[src/rtl/sram_port_ctrl.sv]
module sram_port_ctrl #(
  parameter int AW         = 15,
  parameter int DW         = 8,
  parameter int CLK_NS     = 10,
  parameter bit FAST_GRADE = 1'b0
) (
  input  logic          clk,
  input  logic          rst_n,
  input  logic          req_valid,
  output logic          req_ready,
  input  logic          req_write,
  input  logic [AW-1:0] req_addr,
  input  logic [DW-1:0] req_wdata,
  output logic          rd_valid,
  output logic [DW-1:0] rd_data,
  output logic [AW-1:0] sram_addr,
  output logic          sram_ce1_n,
  output logic          sram_ce2,
  output logic          sram_we_n,
  output logic [DW-1:0] sram_dq_out,
  output logic          sram_dq_oe,
  input  logic [DW-1:0] sram_dq_in
);

  localparam int T_RC  = FAST_GRADE ? 70 : 85;
  localparam int T_AA  = FAST_GRADE ? 70 : 85;
  localparam int T_WC  = FAST_GRADE ? 70 : 85;
  localparam int T_CW  = FAST_GRADE ? 50 : 70;
  localparam int T_WP  = FAST_GRADE ? 55 : 65;
  localparam int T_DW  = FAST_GRADE ? 30 : 35;
  localparam int T_WHZ = 30;

  localparam int N_RC  = (T_RC  + CLK_NS - 1) / CLK_NS;
  localparam int N_AA  = (T_AA  + CLK_NS - 1) / CLK_NS;
  localparam int N_WC  = (T_WC  + CLK_NS - 1) / CLK_NS;
  localparam int N_CW  = (T_CW  + CLK_NS - 1) / CLK_NS;
  localparam int N_WP  = (T_WP  + CLK_NS - 1) / CLK_NS;
  localparam int N_DW  = (T_DW  + CLK_NS - 1) / CLK_NS;

  localparam int HIZ_CY = (T_WHZ + CLK_NS - 1) / CLK_NS;
  localparam int WP_A   = (N_WP > N_CW - 1) ? N_WP : N_CW - 1;
  localparam int WP_CY  = (WP_A > HIZ_CY + N_DW) ? WP_A : HIZ_CY + N_DW;
  localparam int ACC_CY = N_AA;
  localparam int RC_CY  = (N_RC > ACC_CY) ? N_RC : ACC_CY;
  localparam int WC_CY  = (N_WC > WP_CY + 2) ? N_WC : WP_CY + 2;
  localparam int TOP_CY = (RC_CY > WC_CY) ? RC_CY : WC_CY;
  localparam int CW     = $clog2(TOP_CY + 2);

  localparam logic [CW-1:0] C_ACC  = CW'(ACC_CY);
  localparam logic [CW-1:0] C_RC   = CW'(RC_CY);
  localparam logic [CW-1:0] C_WC   = CW'(WC_CY);
  localparam logic [CW-1:0] C_WEF  = CW'(1);
  localparam logic [CW-1:0] C_DRV  = CW'(1 + HIZ_CY);
  localparam logic [CW-1:0] C_WER  = CW'(1 + WP_CY);

  typedef enum logic [1:0] {S_IDLE, S_RD, S_WR} st_t;

  st_t           st;
  logic [CW-1:0] cnt;
  logic          last;
  logic          take;

  assign last      = (st == S_RD && cnt == C_RC) || (st == S_WR && cnt == C_WC);
  assign req_ready = (st == S_IDLE) || last;
  assign take      = req_valid && req_ready;

  always_ff @(posedge clk) begin
    if (!rst_n) begin
      st          <= S_IDLE;
      cnt         <= '0;
      sram_addr   <= '0;
      sram_ce1_n  <= 1'b1;
      sram_ce2    <= 1'b0;
      sram_we_n   <= 1'b1;
      sram_dq_oe  <= 1'b0;
      sram_dq_out <= '0;
      rd_valid    <= 1'b0;
      rd_data     <= '0;
    end else begin
      rd_valid <= 1'b0;
      if (st != S_IDLE) cnt <= cnt + 1'b1;

      if (st == S_RD && cnt == C_ACC) begin
        rd_data  <= sram_dq_in;
        rd_valid <= 1'b1;
      end

      if (st == S_WR && cnt == C_WEF) sram_we_n  <= 1'b0;
      if (st == S_WR && cnt == C_DRV) sram_dq_oe <= 1'b1;
      if (st == S_WR && cnt == C_WER) begin
        sram_we_n  <= 1'b1;
        sram_dq_oe <= 1'b0;
      end

      if (take) begin
        st          <= req_write ? S_WR : S_RD;
        cnt         <= CW'(1);
        sram_addr   <= req_addr;
        sram_dq_out <= req_wdata;
        sram_ce1_n  <= 1'b0;
        sram_ce2    <= 1'b1;
      end else if (last) begin
        st         <= S_IDLE;
        cnt        <= '0;
        sram_ce1_n <= 1'b1;
        sram_ce2   <= 1'b0;
      end
    end
  end

endmodule

[config.mk]
export PLATFORM = sky130hd
export DESIGN_NAME = sram_port_ctrl
export DESIGN_NICKNAME = d
export VERILOG_FILES = /design/src/rtl/sram_port_ctrl.sv
export SDC_FILE = /design/constraint.sdc
export NUM_CORES = 1
export LEC_CHECK = 0
export ABC_AREA = 1
export ABC_CLOCK_PERIOD_IN_PS = 2100
export CELL_PAD_IN_SITES_DETAIL_PLACEMENT = 0
export CELL_PAD_IN_SITES_GLOBAL_PLACEMENT = 2
export CORE_ASPECT_RATIO = 0.5
export CORE_MARGIN = 1.5
export CORE_UTILIZATION = 24
export DETAILED_ROUTE_END_ITERATION = 16
export PLACE_DENSITY_LB_ADDON = 0.1
export SYNTH_ARGS = -nofsm -noshare
export SYNTH_HDL_FRONTEND = slang
export SYNTH_SLANG_ARGS = --single-unit
[constraint.sdc]
create_clock -name clk -period 2.1 [get_ports clk]
set_input_delay 0.42 -clock clk [delete_from_list [all_inputs] [get_ports clk]]
set_output_delay 0.42 -clock clk [all_outputs]
set_load 0.02 [all_outputs]
==> qor_table.md <==
| Parameter | Value | Unit |
| --- | --- | --- |
| Worst slew slack as a fraction of its limit | 70.97 | % |
| Critical path data required time | 2280 | ps |
| Number of setup violations in the final report | 0 | - |
| Post-layout minimum cycle time | 1857 | ps |
| Share of the synthesized netlist area taken by xor and xnor gates | 1.428 | % |
| Worst Max-Slew Pin Slew | 435.5 | ps |
| Leading cell type in the layout, fill and taps excluded | clkdlybuf4s50_1 | - |
| Die area | 8235 | um^2 |
| Endpoint arrival time on the critical path | 2040 | ps |
| Gate count after technology mapping | 256 | - |
| Clock tree from TritonCTS | yes | - |
| Simple-gate share of the synthesized area | 28.35 | % |
| Adder-cell area share of the yosys netlist | 2.039 | % |
| Number of search-and-repair iterations in the first detailed-routing pass | 4 | - |
| Clock Sink Count | 42 | - |
| Classification of the worst-slack hold path | reg2reg | - |
| Combined flip-flop and latch cell area | 840.8 | um^2 |
| Worst hold path endpoint | sram_dq_oe$_SDFFE_PP0P_ | - |
| Global router's overall resource usage | 12.15 | % |
| Setup Buffers After CTS | 0 | - |
| Num CTS Buffers | 5 | - |
| Fraction of layout instances using a drive strength above 1 | 6.462 | % |
| Hold buffer count at CTS | 0 | - |
| RSZ-0062 raised after global routing | no | - |
| Critical path start-end classification | reg2reg | - |
| Synthesized cell area | 1841 | um^2 |
| Max Freq | 0.5384 | GHz |
| Overall Power | 2.187 | mW |
| Die X | 126.8 | um |
| Insertion delay to the later sink of the worst-skew pair | 280 | ps |
| Per-cell via count in the routed design | 4.259 | - |
| NumNets Final | 362 | - |
| Routed wirelength normalized by instance count | 11.27 | um |
| Crit start category | register | - |
| End of the worst register-to-register path | cnt[3]$_SDFFE_PP0P_ | - |
| Cell Pwr Density | 791.3 | nW/um^2 |
| Pins Over Slew Limit | 0 | - |
| Largest cells by area after synthesis | dfxtp_1, nor2_1, nand3_1 | - |
| Synth unique cells | 23 | - |
| Rows | 22 | - |
| Signed area change from the synthesized netlist to the final layout | 50.17 | % |
| Syn. warnings | 0 | - |
| Vias in the first global route | 1699 | - |
| Number of violations reported at the end of detailed-routing iteration 0 | 65 | - |
| Detailed-route DRC error count | 0 | - |
| R2R depth | 9 | - |
| Clock-pin slew on the worst setup and hold paths | 60 | ps |
| Top library cells by usage in the layout, fill and taps aside | clkdlybuf4s50_1, nor2_1, dfxtp_1, nand2_1, inv_1 | - |
| Reg-to-reg slack, setup | 240 | ps |
| Via Count | 1793 | - |
| Count of antenna-violating nets left after detailed routing | 0 | - |
| Avg Synthesized Cell Area | 7.190 | um^2 |
| Lkg Pwr | 1.231 | nW |
| Final WL | 4.744 | mm |
| CTS Root Cell | clkbuf_16 | - |
| Routability congestion estimate from global placement | 0.7417 | - |
| Outcome | completed | - |
| Initial antenna violation count | 0 | - |
| Synth Net Count | 294 | - |
| Global route overflow | 0 | - |
| Top-level I/O count | 72 | - |
| Area of the core | 7377 | um^2 |
| Fraction of synthesized cell area taken by the top area cell type | 45.68 | % |
| Fraction of the mapped netlist area in compound gates | 10.67 | % |
| Area leader, netlist | dfxtp_1 | - |
| Number of buffer cells added on primary ports | 71 | - |
| Critical Path Sink Type | register | - |
| Initial Utilization | 24.95 | % |
| Dominant combinational cell family by area after synthesis | simple AND/OR/NAND/NOR gates | - |
| Maximum clock path buffer count | 2 | - |
| Post-place setup slack | 120.3 | ps |
| Min-Delay Path Depth | 2 | - |
| Global-route wire length before repair | 7.810 | mm |
| Mux cell area share after synthesis | 0 | % |
| Smallest setup slack after layout | 242.7 | ps |
| Sequential fraction of the synthesis area | 45.68 | % |
| Crit path max fanout | 50 | - |
| Hold violation total from the final report | 0 | - |
| Fillcell total | 804 | - |
| HPWL after detailed placement | 3.207 | mm |
| Fin Clk Skew | 4.355 | ps |
| Flops & latches, synth | 42 | - |
| Final antenna diode count | 0 | - |
| Share of the clock period used by the worst path | 88.44 | % |
| Reg2reg start | cnt[0]$_SDFFE_PN0P_ | - |
| Die Y | 64.93 | um |
| Worst Min Path Start | sram_dq_oe$_SDFFE_PP0P_ | - |
| H-tree depth | 2 | - |
| Number of max-cap violations | 0 | - |
| Setup TNS Final | 0 | ps |
| Combined area of the multi-input logic cells | 782.0 | um^2 |
| Maximum number of pins on one net before global-route repair | 51 | - |
| VDD IR-drop max | 0.0002647 | V |
==> how the worst max path moves through the flow <==
stage	from	to	slack (ps)	cells past startpoint
global route	cnt[1]$_SDFFE_PP0P_	cnt[3]$_SDFFE_PP0P_	50	10
floorplan	cnt[0]$_SDFFE_PN0P_	req_ready	580	6
detailed placement	cnt[0]$_SDFFE_PN0P_	req_ready	120	6
global placement	cnt[0]$_SDFFE_PN0P_	req_ready	130	6
finish	cnt[0]$_SDFFE_PN0P_	cnt[3]$_SDFFE_PP0P_	240	9
CTS	cnt[0]$_SDFFE_PN0P_	req_ready	70	6
==> cells in the mapped netlist, drive strengths merged <==
cell type and instances:
nand2 36, dfxtp 42, nor2 52, nand4 3
buf 7, clkinv 1, clkbuf 8, o21ai 8
nand3 29, ha 3, o31ai 1, xor2 3
o21a 1, o22ai 1, a21oi 27, inv 34
==> repair_timing <==
item                                   CTS  global route
gates cloned                             0             0
endpoints found under the hold margin    0             0
setup endpoints to repair                1             5
gates resized for setup                  1             3
==> critical path, cell delays in order, from the launching register on <==
cell and delay [ps]:
dfxtp_1 410, ha_1 200, nand2_1 80, nor2_2 120, nand2_4 90, nand2_4 70, buf_6 310, nand2_1 190
nand3_1 180, nor2_1 60
==> state kept, by name (all words and copies together) (netlist names), 2 cells and up <==
name / cells
cnt: 4
rd_data: 8
sram_addr: 15
sram_dq_out: 8
st: 2
==> stage by stage <==
step | hold WS [ps] | std cells | utilization (%) | cell area, um^2
after floorplan | 485.4 | 256 | - | 1841
after global placement | 436.6 | 413 | 35.48 | 2618
after detailed placement | 448.3 | 413 | 35.48 | 2618
after CTS | 458.1 | 421 | 37.47 | 2764
after global routing | 475.5 | 421 | 37.47 | 2764
final | 454.4 | 421 | 37.47 | 2764
==> logic make-up after synthesis <==
logic type      count (synthesis)
xor+xnor                        3
compound gates                 38
buf+inv                        50
fa+ha+maj                       3
simple gates                  120
flops                          42
==> layer usage <==
layer	up-vias	part of all wire [%]	track usage, %
met2	49	44	19.50
met4	0	0.93	4.261
met3	5	7.8	5.450
li1	935	-	-
met5	-	0	0
met1	804	48	14.51
==> layout make-up <==
type	count	area share [%]
clock buffers	7	5.161
clock inverters	1	0.1811
multi-input cells	164	28.29
inverters	35	4.753
repair buffers	76	26.84
flip-flops and latches	42	30.42
well taps	96	4.346
==> where the power goes <==
group | total [mW] | switching (mW) | leakage [nW] | internal [mW]
clock | 0.782 | 0.310 | 0.0739 | 0.472
sequential | 0.903 | 0.0411 | 0.345 | 0.862
combinational | 0.502 | 0.268 | 0.812 | 0.234
Note: power is estimated with default switching activity, not from simulation.
